## src/rtl/dec_alloc_pkg.sv

```systemverilog
package dec_alloc_pkg;

    // Width of a per-slot uop count; holds values up to 7, so budgets up to 6 fit.
    localparam int SLOT_UW = 3;

    typedef struct packed {
        logic                vld;
        logic                fused;
        logic [SLOT_UW-1:0]  uops;
    } slot_t;

endpackage

```

## src/rtl/dec_alloc_scan.sv

```systemverilog
module dec_alloc_scan
    import dec_alloc_pkg::*;
#(
    parameter int QW   = 8,
    parameter int NS   = 5,
    parameter int BASE = 4,
    parameter int UW   = 5,
    localparam int CW  = $clog2(QW + 1),
    localparam int IW  = $clog2(QW)
) (
    input  logic                xslot_en,
    input  logic                wait_q,
    input  logic                mbusy,
    input  logic [QW-1:0]       win_vld,
    input  logic [QW*UW-1:0]    win_uops,
    input  logic [QW-1:0]       win_fuse,
    input  logic [QW-1:0]       win_jcc,
    output slot_t [NS-1:0]      slots,
    output logic [CW-1:0]       take,
    output logic                hold,
    output logic                mstart,
    output logic [UW-1:0]       mlen
);

    logic [UW-1:0] u_arr [QW];

    always_comb begin
        for (int i = 0; i < QW; i++) begin
            u_arr[i] = win_uops[i*UW +: UW];
        end
    end

    // Walk the window in order, filling slots until an entry does not fit.
    always_comb begin
        int            cur;
        int            used;
        int            lim_s;
        int            bud;
        int            u;
        logic          stop;
        logic          nxt_vis;
        logic [IW-1:0] ix;
        logic [IW-1:0] nx;

        cur    = 0;
        used   = 0;
        stop   = 1'b0;
        hold   = 1'b0;
        mstart = 1'b0;
        mlen   = '0;
        slots  = '0;
        ix     = '0;
        nx     = '0;
        u      = 0;
        nxt_vis = 1'b0;
        lim_s  = xslot_en ? NS : NS - 1;
        bud    = xslot_en ? BASE + 1 : BASE;

        for (int s = 0; s < NS; s++) begin
            if (!stop) begin
                ix = IW'(cur);
                if (mbusy || s >= lim_s || cur >= QW || !win_vld[ix]) begin
                    stop = 1'b1;
                end else begin
                    u = int'(u_arr[ix]);
                    nx = IW'(cur + 1);
                    nxt_vis = (cur + 1 < QW) && win_vld[nx];
                    if (u > BASE) begin
                        // oversized: only from the head, handed to the sequencer
                        if (s == 0) begin
                            mstart = 1'b1;
                            mlen   = u_arr[ix];
                            cur    = cur + 1;
                        end
                        stop = 1'b1;
                    end else if (s > 0 && u > 1) begin
                        stop = 1'b1;
                    end else if (used + u > bud) begin
                        stop = 1'b1;
                    end else if (u == 1 && win_fuse[ix]) begin
                        if (nxt_vis && win_jcc[nx]) begin
                            slots[s].vld   = 1'b1;
                            slots[s].fused = 1'b1;
                            slots[s].uops  = SLOT_UW'(1);
                            cur  = cur + 2;
                            used = used + 1;
                        end else if (nxt_vis || (s == 0 && wait_q)) begin
                            slots[s].vld  = 1'b1;
                            slots[s].uops = SLOT_UW'(1);
                            cur  = cur + 1;
                            used = used + 1;
                        end else begin
                            hold = (s == 0);
                            stop = 1'b1;
                        end
                    end else begin
                        slots[s].vld  = 1'b1;
                        slots[s].uops = SLOT_UW'(u);
                        cur  = cur + 1;
                        used = used + u;
                    end
                end
            end
        end
        take = CW'(cur);
    end

endmodule

```

## src/rtl/dec_alloc_mseq.sv

```systemverilog
module dec_alloc_mseq
    import dec_alloc_pkg::*;
#(
    parameter int BASE = 4,
    parameter int UW   = 5
) (
    input  logic [UW-1:0]      rem,
    output logic [SLOT_UW-1:0] give,
    output logic [UW-1:0]      rem_nxt
);

    logic [UW-1:0] give_full;

    always_comb begin
        give_full = (rem > UW'(BASE)) ? UW'(BASE) : rem;
        rem_nxt   = rem - give_full;
        give      = SLOT_UW'(give_full);
    end

endmodule

```

## src/rtl/dec_alloc_top.sv

```systemverilog
module dec_alloc_top
    import dec_alloc_pkg::*;
#(
    parameter int QW   = 8,
    parameter int NS   = 5,
    parameter int BASE = 4,
    parameter int UW   = 5,
    localparam int CW  = $clog2(QW + 1),
    localparam int SW  = SLOT_UW
) (
    input  logic               clk,
    input  logic               rst_n,
    input  logic               xslot_en,
    input  logic [QW-1:0]      win_vld,
    input  logic [QW*UW-1:0]   win_uops,
    input  logic [QW-1:0]      win_fuse,
    input  logic [QW-1:0]      win_jcc,
    output logic [NS-1:0]      slot_vld,
    output logic [NS*SW-1:0]   slot_uops,
    output logic [NS-1:0]      slot_fused,
    output logic [CW-1:0]      take,
    output logic               mseq_start,
    output logic [UW-1:0]      mseq_len,
    output logic               mseq_busy,
    output logic [SW-1:0]      mseq_uops
);

    typedef struct packed {
        logic          wait_f;
        logic [UW-1:0] mrem;
    } state_t;

    state_t          st_d, st_q;
    slot_t [NS-1:0]  slots;
    logic            hold;
    logic            mstart;
    logic [UW-1:0]   mlen;
    logic            mbusy;
    logic [SW-1:0]   give;
    logic [UW-1:0]   mrem_nxt;

    assign mbusy = (st_q.mrem != '0);

    dec_alloc_scan #(
        .QW(QW), .NS(NS), .BASE(BASE), .UW(UW)
    ) i_scan (
        .xslot_en (xslot_en),
        .wait_q   (st_q.wait_f),
        .mbusy    (mbusy),
        .win_vld  (win_vld),
        .win_uops (win_uops),
        .win_fuse (win_fuse),
        .win_jcc  (win_jcc),
        .slots    (slots),
        .take     (take),
        .hold     (hold),
        .mstart   (mstart),
        .mlen     (mlen)
    );

    dec_alloc_mseq #(
        .BASE(BASE), .UW(UW)
    ) i_mseq (
        .rem     (st_q.mrem),
        .give    (give),
        .rem_nxt (mrem_nxt)
    );

    always_comb begin
        st_d = st_q;
        if (mbusy) begin
            st_d.mrem   = mrem_nxt;
            st_d.wait_f = 1'b0;
        end else if (mstart) begin
            st_d.mrem   = mlen;
            st_d.wait_f = 1'b0;
        end else begin
            st_d.wait_f = hold;
        end
    end

    always_ff @(posedge clk or negedge rst_n) begin
        if (!rst_n) begin
            st_q <= '0;
        end else begin
            st_q <= st_d;
        end
    end

    for (genvar s = 0; s < NS; s++) begin : g_out
        assign slot_vld[s]            = slots[s].vld;
        assign slot_fused[s]          = slots[s].fused;
        assign slot_uops[s*SW +: SW]  = slots[s].uops;
    end

    assign mseq_start = mstart;
    assign mseq_len   = mlen;
    assign mseq_busy  = mbusy;
    assign mseq_uops  = mbusy ? give : '0;

endmodule

```

## config.mk

```make
export PLATFORM = sky130hd
export DESIGN_NAME = dec_alloc_top
export DESIGN_NICKNAME = d
export VERILOG_FILES = /design/src/rtl/dec_alloc_pkg.sv /design/src/rtl/dec_alloc_scan.sv /design/src/rtl/dec_alloc_mseq.sv /design/src/rtl/dec_alloc_top.sv
export SDC_FILE = /design/constraint.sdc
export NUM_CORES = 1
export LEC_CHECK = 0
export BUFFER_PORTS_ARGS = -buffer_cell sky130_fd_sc_hd__buf_2
export CAP_MARGIN = 15
export CELL_PAD_IN_SITES_DETAIL_PLACEMENT = 2
export CELL_PAD_IN_SITES_GLOBAL_PLACEMENT = 2
export CORE_MARGIN = 2
export CORE_UTILIZATION = 29
export CTS_CLUSTER_SIZE = 24
export DETAILED_ROUTE_END_ITERATION = 10
export PLACE_DENSITY_LB_ADDON = 0.12
export SLEW_MARGIN = 20
export SYNTH_ARGS = -nofsm -noshare
export SYNTH_HDL_FRONTEND = slang
export SYNTH_SLANG_ARGS = --single-unit
export TNS_END_PERCENT = 30
```

## constraint.sdc

```tcl
create_clock -name clk -period 14.3 [get_ports clk]
set_input_delay 0.715 -clock clk [delete_from_list [all_inputs] [get_ports clk]]
set_output_delay 0.715 -clock clk [all_outputs]
set_load 0.05 [all_outputs]
```

# --- After elaboration in Yosys (flattened, before gate mapping) ---
# Index checks and enable logic that the tools add are counted.
totals:
  out_inout_bits: 39
  reg_bits: 6
  word_cells: 352
  input_bits: 67
classes:
  magnitude_cmp: 40
  n_reduce_logical: 36
  eq_ne: 5
  add_sub_neg: 16
  bitwise_logic: 4
  muxes: 249
ops:
  columns: ["operator", "count"]
  rows:
  - ["$mux W32", 58]
  - ["$add A32 B2 Y32 const B", 7]
  - ["$mux W5", 35]
  - ["$add A32 B6 Y32", 4]
  - ["$ge A32 B5 Y1 const B", 4]
  - ["$gt A32 B32 Y1", 4]
  - ["$lt A32 B5 Y1 const B", 4]
  - ["$mux W1", 116]
  - ["$add A32 B3 Y32 const B", 3]
  - ["$ge A3 B32 Y1 const A", 2]
  - ["$bmux W5 S3", 4]
  - ["$bmux W1 S3", 16]
  - ["$mux W3", 11]
  - ["$ge A1 B32 Y1 const A", 1]
  - ["$ge A2 B32 Y1 const A", 1]
  - ["$ge A4 B32 Y1 const A", 1]
  - ["$gt A6 B32 Y1", 1]
  - ["$lt A3 B4 Y1 const B", 8]
  - ["$mux W4", 8]
  - ["$gt A5 B3 Y1 const B", 6]
  - ["$eq A5 B2 Y1 const B", 5]
  - ["$gt A5 B1 Y1 const B", 4]
  - ["$ge A4 B4 Y1 const B", 4]
  - ["$not A3 Y4", 4]
  - ["8 further kinds", 39]

# --- Depth between registers and ports, before layout ---
# Gate-level depths: netlist of run 1.
logic_depth:
  ltp_word: 57
  depth_mapped: 74
  ltp_nobuf: 65

# --- Hierarchy ---
# Synthesis of run 1 repeated with hierarchy kept, for this count alone.
unflattened:
  hier_cells: 865
  area_unflattened_um2: 6104.6
by_module_without_submodules:
  columns: ["mod", "area_per_inst_um2", "instances", "seq_area_each_um2", "cells_per_inst"]
  rows:
  - ["dec_alloc_scan", 5688.0, 1, 0.0, 818]
  - ["dec_alloc_top", 294.0, 1, 150.1, 30]
  - ["dec_alloc_mseq", 122.6, 1, 0.0, 17]

# --- Worst setup path before layout of run 1 ---
# No wires, ideal clock.
synth_timing:
  path_type: "input to output"
  start: "in win_uops[0]"
  end: "out take[1]"
  required_time_ns: 13.585
  cell_stages: 67
  t_arrival_ns: 14.770
  n_path_buf: 10
  slack_ns: -1.185
  path_cell_list: "buf_2 -> inv_1 -> ha_1 -> nor2_1 -> o21a_1 -> o21ai_1 -> nand2_1 -> inv_1 -> clkbuf_1 -> clkbuf_1 -> nand2_1 -> o21ai_0 -> ha_1 -> inv_1 -> fa_1 -> o21ai_0 -> a2111o_1 -> a211oi_2 -> [... 31 more ...] -> a211oi_1 -> and3b_1 -> nand2_1 -> a211oi_2 -> xnor2_2 -> buf_6 -> mux2i_1 -> mux2i_1 -> mux2_2 -> ha_1 -> fa_1 -> xor2_1 -> o21ai_0 -> nand4_1 -> or4_4 -> nor4_4 -> and2_1 -> o211ai_1"
synth_via:
  elab_chain_len: 54
  elab_cells_between_ends: 207
  classes_between: "15 x add/sub; 22 x order compare; 5 x eq/ne; 136 x mux; 4 x bitwise; 25 x reduce/logical"
synth_rtl:
  columns: ["element", "line", "rtl"]
  rows:
  - ["start: declaration", "dec_alloc_top.sv:15", "input logic [QW*UW-1:0] win_uops,"]
  - ["parallel branches: the longest is 53 deep, another holds $gt A6 B32 Y1", null, null]
  - ["$mux W4 (*)", "dec_alloc_scan.sv:60", "if (!stop) begin"]
  - ["end: declaration", "dec_alloc_top.sv:21", "output logic [CW-1:0] take,"]
# Mark *: on every way between the ends. The select of a mux whose other input is x is not followed.

# --- Worst setup path in the final report of run 1 ---
layout_timing:
  start: "in win_vld[0]"
  end: "out take[2]"
layout_via:
  elab_chain_len: 51
  elab_cells_between_ends: 196
  classes_between: "15 x add/sub; 20 x order compare; 4 x eq/ne; 127 x mux; 4 x bitwise; 26 x reduce/logical"
layout_rtl:
  columns: ["element", "line", "rtl"]
  rows:
  - ["start: declaration", "dec_alloc_top.sv:14", "input logic [QW-1:0] win_vld,"]
  - ["parallel branches: the longest is 50 deep, another holds $add A32 B6 Y32", null, null]
  - ["$mux W4 (*)", "dec_alloc_scan.sv:60", null]
# Marks and branches as above.

==> summary.json, run 1 <==
{
  "synth_area": {"value": 0.00602, "unit": "sq mm"},
  "synth_top_area_cell": {"value": "mux2i_1"},
  "drt_wl_total": {"value": 35.3, "unit": "mm"},
  "gate_count_of_the_mapped_netlist": {"value": 867},
  "initial_util": {"value": 29.6, "unit": "%"},
  "fin_crit": {"value": 13.95, "unit": "ns"},
  "vias_in_the_first_global_route": {"value": 8289},
  "detail_route.first_pass.iterations": {"value": 4},
  "clock_tree.buffer_depth": {"value": 2},
  "post_synth.cell_area_avg": {"value": 6.94, "unit": "sq um"},
  "hold_ws": {"value": 0.304, "unit": "ns"},
  "hpwl": {"value": 28.1, "unit": "mm"},
  "flip_flop_count_of_the_largest_register_after_layout": {"value": 6},
  "worstPathArrival": {"value": 13.24, "unit": "ns"},
  "numPortBuffers": {"value": 97},
  "worstReg2RegStart": {"value": "st_q[3]$_DFFE_PN0P_"},
  "muxShareOfSynthArea": {"value": 15.7, "unit": "%"},
  "power.leakage": {"value": 3.56, "unit": "nW"},
  "fin_setup_tns": {"value": 0, "unit": "ns"},
  "skew_pair_late_insertion_delay": {"value": 0.23, "unit": "ns"},
  "synth_enable_flop_cells": {"value": 0},
  "tcrit_tclk_final": {"value": 97.6, "unit": "%"},
  "cts-root-buf": {"value": "clkbuf_16"},
  "cells_taking_the_most_area_after_synthesis": {"value": "mux2i_1 (9.6%), nand2_1 (8.2%), ha_1 (7.5%), o21ai_0 (4.8%), nor2_1 (4.2%)"},
  "timing.reg2reg.worst_path_depth": {"value": 43},
  "dp_worst_setup_slack": {"value": -0.358, "unit": "ns"},
  "gp_congestion": {"value": 0.942},
  "postLayoutCellArea": {"value": 0.00812, "unit": "sq mm"},
  "setup_ws": {"value": 0.348, "unit": "ns"},
  "synth_compound_area_share": {"value": 31.7, "unit": "%"},
  "min-delay-path-class": {"value": "primary input to asynchronous set/reset pin"},
  "routed_wl_per_cell": {"value": 26.5, "unit": "microns"},
  "final_nets": {"value": 1168},
  "vdd_drop_max": {"value": 0.0000534, "unit": "V"},
  "htree_num_levels": {"value": 1},
  "core": {"value": 0.0203, "unit": "sq mm"},
  "maxSlewHeadroom": {"value": 45.6, "unit": "%"},
  "worst_clock_skew": {"value": 0.000445, "unit": "ns"},
  "cts_tree": {"value": "built"},
  "route.detailed.drc": {"value": 0},
  "number_of_clock_sinks": {"value": 6},
  "synth_top_family_by_area": {"value": "simple AND/OR/NAND/NOR gates"},
  "total_count_of_max_transition_violations_in_the_final_report": {"value": 0},
  "ant_nets": {"value": 0},
  "synth_seq_area_share": {"value": 2.49, "unit": "%"},
  "timing_worst_slew_pin_value": {"value": 0.807, "unit": "ns"},
  "synth-main-ff-cell": {"value": "dfrtp_1"},
  "synth_xor_area_share": {"value": 1.29, "unit": "%"},
  "dieArea": {"value": 0.0219, "unit": "sq mm"},
  "post_synthesis_simple_gate_area_fraction": {"value": 32.7, "unit": "%"},
  "pin_count": {"value": 106},
  "worst-endpoint-required": {"value": 13.59, "unit": "ns"},
  "worst_path_max_delay_cell": {"value": "fa_2"},
  "globalRoute.totalOverflow": {"value": 0},
  "routed-via-count": {"value": 8013},
  "timing.max_cap.violations": {"value": 0},
  "largest_register": {"value": "st_q"},
  "final_setup_violation_count": {"value": 0},
  "synth.top_cell.area_share": {"value": 9.65, "unit": "%"},
  "grt_antenna_before_repair": {"value": 0},
  "critical_path.reg2reg.endpoint": {"value": "st_q[5]$_DFF_PN0_"},
  "global_route.usage.total": {"value": 30.7, "unit": "%"},
  "distinct_cell_type_count_of_the_synthesized_netlist": {"value": 110},
  "largest_net_degree_at_the_start_of_global_routing": {"value": 27},
  "synth-seq-cells": {"value": 6},
  "rows": {"value": 52},
  "worst_setup_path_class": {"value": "primary input to output port"},
  "number_of_inserted_filler_cells_in_the_final_layout": {"value": 2439},
  "run_status": {"value": "complete, no violations"},
  "syn2layout_area_growth": {"value": 34.9, "unit": "%"},
  "final_core_utilization": {"value": 40.0, "unit": "%"},
  "die_w": {"value": 148, "unit": "microns"},
  "post_drt_via_cell_ratio": {"value": 6.02},
  "synth_async_sr_flop_share": {"value": 100, "unit": "%"},
  "setup.worst_path.end_class": {"value": "output port"},
  "reg2reg_setup_slack": {"value": 3.80, "unit": "ns"},
  "achievable-frequency": {"value": 71.7, "unit": "MHz"},
  "cts_buffers": {"value": 3},
  "place_area": {"value": 0.00739, "unit": "sq mm"},
  "crit_path_start_kind": {"value": "primary input"},
  "path_clk_slew": {"value": 0.03, "unit": "ns"},
  "finalHoldViolCount": {"value": 0},
  "synth-warning-count": {"value": 0},
  "synthesized_area_fraction_occupied_by_adder_cells": {"value": 8.81, "unit": "%"},
  "critical_path_peak_fanout": {"value": 18},
  "first_iter_violations": {"value": 542},
  "largestRegisters": {"value": "st_q (6)"},
  "grt_first_pass_wirelength": {"value": 51.6, "unit": "mm"},
  "post_route_cells_drive_above_1_share": {"value": 34.6, "unit": "%"},
  "power-per-cell-area": {"value": 67.5, "unit": "mW/mm^2"},
  "slowest_delay": {"value": 0.53, "unit": "ns"},
  "die_h": {"value": 148, "unit": "microns"}
}
## where the power goes
group          leakage (nW)  internal [W]  switching, W
clock network        0.0370     0.0000359    0.00000942
logic                  3.45      0.000174      0.000290
registers            0.0746     0.0000238     0.0000151
total                  3.56      0.000234      0.000314
## worst max-delay path by stage
stage                start  endpoint  slack, ns
2_1_floorplan  win_uops[0]   take[1]       0.01
3_3_place_gp    win_vld[0]   take[0]        0.1
3_5_place_dp    win_vld[0]   take[0]      -0.36
4_1_cts         win_vld[0]   take[2]      0.008
5_1_grt         win_vld[0]   take[2]      -0.14
6_report        win_vld[0]   take[2]       0.35
## repair_timing
item,4_1_cts,5_1_grt
hold buffers,0,0
pin swaps,3,48
cloned,0,2
buffers inserted,5,33
setup endpoints to repair,6,7
gates resized for setup,18,64
## through the flow
stage                     cells  power [W]
final                      1330   0.000548
after floorplan             879   0.000314
after global placement     1286   0.000440
after CTS                  1294   0.000503
after detailed placement   1286   0.000448
after global routing       1329   0.000584
## synth_stat cells (7+ instances only)
cell and count:
a211oi_1 19, a21o_1 12, a21oi_1 47, a22oi_1 8, a31oi_1 12, and2_1 10, and3_1 10, buf_2 12
buf_4 14, clkbuf_1 14, ha_1 36, inv_1 33, mux2_2 15, mux2i_1 58, mux4_2 8, nand2_1 131
nand3_1 37, nand4_1 13, nor2_1 68, nor2b_1 7, nor3_1 21, nor4_1 8, o211ai_1 10, o21ai_0 58
or3_1 11
## critical path: cells and delay by family
family	cells	cell delay [ns]
adder cells (fa/ha/maj)	6	1.87
XOR/XNOR	1	0.18
AO/OA/AOI/OAI	13	2.42
AND/OR/NAND/NOR	22	5.11
multiplexers	4	1.08
buffers and inverters	12	1.82
## area by class of cell
type	instances	area, sq um	share of cell area [%]
Inverter	39	161	1.99
Multi-Input combinational cell	785	5810	71.6
Timing Repair Buffer	226	1580	19.4
Clock buffer	3	75.1	0.925
Sequential cell	6	151	1.86
Tap cell	270	338	4.16
Antenna cell	1	2.50	0.0308
## layout by cell type (no fill, tap or decap), types with 7 or more instances in the layout
| master | n |
|---|---|
| a21o_1 | 12 |
| ha_1 | 31 |
| o21ai_0 | 50 |
| o211ai_1 | 10 |
| buf_2 | 95 |
| a22oi_1 | 8 |
| or3_1 | 7 |
| nor2_4 | 7 |
| o21ai_1 | 10 |
| nand4_1 | 13 |
| inv_1 | 30 |
| buf_4 | 116 |
| mux4_2 | 8 |
| a31oi_1 | 11 |
| nor2b_1 | 7 |
| mux2_2 | 13 |
| and3_1 | 9 |
| nand2_1 | 130 |
| and2_1 | 8 |
| nor2_1 | 65 |
| conb_1 | 14 |
| mux2i_1 | 58 |
| nand3_1 | 36 |
| nor4_1 | 7 |
| a21oi_2 | 9 |
| a211oi_1 | 15 |
| nor3_1 | 21 |
| a21oi_1 | 41 |
## routing by layer
layer,track usage (%),vias to the layer above,wire [microns]
li1,-,3638,-
met1,42.3,4051,16000
met2,49.7,257,16100
met4,8.90,0,1210
met3,4.85,67,2010
met5,0,-,0
## kinds of logic (layout without fill, tap and decap cells)
family / count (synthesis) / count (layout)
xor gates and xnor gates: 8 / 8
muxes: 82 / 82
DFF: 6 / 6
buffers and inverters: 88 / 268
other: 2 / 15
AOI/OAI and AO/OA: 264 / 264
adders and majority gates: 40 / 40
and+or+nand+nor: 377 / 377
(Power assumes the default switching activity.)
==> run 2, diff against run 1 <==
- CTS_CLUSTER_DIAMETER: unset -> 150
- MAX_ROUTING_LAYER: unset -> met4
==> run 2 against run 1 <==
Net effect:
- cell count is 1.5% lower
- critical path type unchanged
- largest cell class unchanged
- clock-buffer cell count stayed put
- routed wire length is 2.9% lower
- flip-flop and latch count stayed put
- core utilization is 1.4 points lower
- final area is 3.6% lower
- sequential power is 5% lower
==> summary.json, run 2 (synthesis results as in run 1) <==
{
  "grt_antenna_before_repair": {"value": 2},
  "globalRoute.totalOverflow": {"value": 0},
  "internal_power": {"value": 0.000220, "unit": "W"},
  "vias_in_the_first_global_route": {"value": 7955},
  "largest_register": {"value": "st_q"},
  "path_clk_slew": {"value": 0.03, "unit": "ns"},
  "die_h": {"value": 148, "unit": "microns"},
  "postLayoutCellArea": {"value": 0.00783, "unit": "sq mm"},
  "worst_clock_skew": {"value": 0.000638, "unit": "ns"},
  "hpwl": {"value": 28.3, "unit": "mm"},
  "clock_tree.buffer_depth": {"value": 2},
  "hold_ws": {"value": 0.308, "unit": "ns"},
  "drt_wl_total": {"value": 34.3, "unit": "mm"},
  "power-per-cell-area": {"value": 66.2, "unit": "mW/mm^2"},
  "dieArea": {"value": 0.0219, "unit": "sq mm"},
  "timing.reg2reg.worst_path_depth": {"value": 43},
  "place_area": {"value": 0.00743, "unit": "sq mm"},
  "routed-via-count": {"value": 7876},
  "power_frac_seq": {"value": 7.1, "unit": "%"},
  "critical_path_peak_fanout": {"value": 14},
  "highest_count_cells_in_the_layout_ignoring_fill_and_taps": {"value": "nand2_1 (130), buf_4 (98), buf_2 (94)"},
  "power.leakage": {"value": 3.42, "unit": "nW"},
  "combined_area_of_the_multi_input_logic_cells": {"value": 0.00572, "unit": "sq mm"},
  "number_of_inserted_filler_cells_in_the_final_layout": {"value": 2497},
  "flip_flop_count_of_the_largest_register_after_layout": {"value": 6},
  "min-delay-path-class": {"value": "primary input to asynchronous set/reset pin"},
  "critical_path.reg2reg.endpoint": {"value": "st_q[5]$_DFF_PN0_"},
  "most_frequent_standard_cell_in_the_layout_excluding_fill_and_tap_cells": {"value": "nand2_1"},
  "worstReg2RegStart": {"value": "st_q[3]$_DFFE_PN0P_"},
  "worstPathArrival": {"value": 13.12, "unit": "ns"},
  "numPortBuffers": {"value": 97},
  "critPathMostFrequentCell": {"value": "nand2_1"},
  "global_route.usage.total": {"value": 31.2, "unit": "%"},
  "worst_path_max_delay_cell": {"value": "mux4_2"},
  "timing.max_cap.violations": {"value": 0},
  "run_status": {"value": "complete, no violations"},
  "regArea": {"value": 151, "unit": "sq um"},
  "maxSlewHeadroom": {"value": 31.6, "unit": "%"},
  "ant_nets": {"value": 0},
  "skew_pair_late_insertion_delay": {"value": 0.22, "unit": "ns"},
  "final_setup_violation_count": {"value": 0},
  "tcrit_tclk_final": {"value": 96.8, "unit": "%"},
  "timing_worst_slew_pin_value": {"value": 1.03, "unit": "ns"},
  "cts_buffers": {"value": 3},
  "p_sw_share": {"value": 57.6, "unit": "%"},
  "core": {"value": 0.0203, "unit": "sq mm"},
  "worst-endpoint-required": {"value": 13.59, "unit": "ns"},
  "crit_path_start_kind": {"value": "primary input"},
  "cts-root-buf": {"value": "clkbuf_16"},
  "finalHoldViolCount": {"value": 0},
  "largest_net_degree_at_the_start_of_global_routing": {"value": 27},
  "total_count_of_max_transition_violations_in_the_final_report": {"value": 0},
  "final_core_utilization": {"value": 38.5, "unit": "%"},
  "detail_route.first_pass.iterations": {"value": 4},
  "grt_first_pass_wirelength": {"value": 50.5, "unit": "mm"},
  "rows": {"value": 52},
  "number_of_clock_sinks": {"value": 6},
  "ctsHoldBuffers": {"value": 0},
  "initial_util": {"value": 29.6, "unit": "%"},
  "vdd_drop_max": {"value": 0.0000348, "unit": "V"},
  "htree_num_levels": {"value": 1},
  "routed_wl_per_cell": {"value": 26.2, "unit": "microns"},
  "route.detailed.drc": {"value": 0},
  "power": {"value": 0.000518, "unit": "W"},
  "place.detailed.instances": {"value": 1292},
  "pin_count": {"value": 106},
  "reg2reg_setup_slack": {"value": 4.10, "unit": "ns"},
  "fin_crit": {"value": 13.84, "unit": "ns"},
  "worst_setup_path_class": {"value": "primary input to output port"},
  "achievable-frequency": {"value": 72.3, "unit": "MHz"},
  "post_route_cells_drive_above_1_share": {"value": 32.0, "unit": "%"},
  "slowest_delay": {"value": 0.56, "unit": "ns"},
  "final_nets": {"value": 1147},
  "post_drt_via_cell_ratio": {"value": 6.01},
  "largestRegisters": {"value": "st_q (6)"},
  "power.combinational.fraction": {"value": 84.2, "unit": "%"},
  "gp_congestion": {"value": 1.03},
  "setup.worst_path.end_class": {"value": "output port"},
  "final_cells": {"value": 1310},
  "cts_tree": {"value": "built"},
  "first_iter_violations": {"value": 538},
  "die_w": {"value": 148, "unit": "microns"},
  "netSwitchingPower": {"value": 0.000299, "unit": "W"},
  "clock_power_share": {"value": 8.6, "unit": "%"},
  "syn2layout_area_growth": {"value": 30.0, "unit": "%"}
}
run 2: changes by cell type in the layout (fill, tap and decap cells not counted), sizes merged:
cell    delta
buf       -20
inv        +1
clkinv     -1
clkbuf     -1
diode      +1
run 2: routing by layer:
layer	track usage, %	share of wire (%)
met1	44.1	46
met2	48.5	46
met3	1.69	5.3
met4	8.33	2.7
met5	-	0
run 2: stage by stage:
stage          TNS, ns  setup slack, ns
6_report             0            0.461
3_5_place_dp     -1.49           -0.298
4_1_cts              0           0.0157
3_3_place_gp         0          0.00964
5_1_grt         -0.222          -0.0783
2_1_floorplan        0           0.0132
run 2: critical path: cells and delay by family:
kind | cells | cell delay, ns
xor gates and xnor gates | 2 | 0.35
adders and majority gates | 6 | 1.87
and+or+nand+nor | 19 | 3.93
muxes | 5 | 1.54
AOI/OAI and AO/OA | 15 | 2.94
buffers and inverters | 11 | 1.75
run 2: area by class of cell:
class,count,share of cell area (%)
flip-flops and latches,6,1.93
repair buffers,205,17.6
well taps,270,4.32
diodes,2,0.0640
clock buffers,3,0.959
inverters,39,1.97
multi-input cells,785,73.1
run 2: timing repair:
item,in CTS,in global routing
setup endpoints to repair,6,7
cloned,0,1
setup buffers,3,9
gates resized for setup,13,42
pin swaps,4,23
run 2: power by group through the flow:
stage | logic [W] | registers (W) | clock network [W]
final | 0.000437 | 0.0000370 | 0.0000448
after CTS | 0.000418 | 0.0000360 | 0.0000451
after floorplan | 0.000285 | 0.0000293 | 0
after detailed placement | 0.000412 | 0.0000364 | 0
after global placement | 0.000404 | 0.0000363 | 0
after global routing | 0.000471 | 0.0000380 | 0.0000468
run 2: worst max-delay path by stage:
stage | slack [ns] | from | end
6_report | 0.46 | win_vld[0] | take[1]
5_1_grt | -0.08 | win_vld[0] | take[2]
4_1_cts | 0.02 | win_vld[0] | take[2]
3_5_place_dp | -0.30 | win_uops[2] | take[0]
3_3_place_gp | 0.01 | win_vld[0] | take[0]
2_1_floorplan | 0.01 | win_uops[0] | take[1]
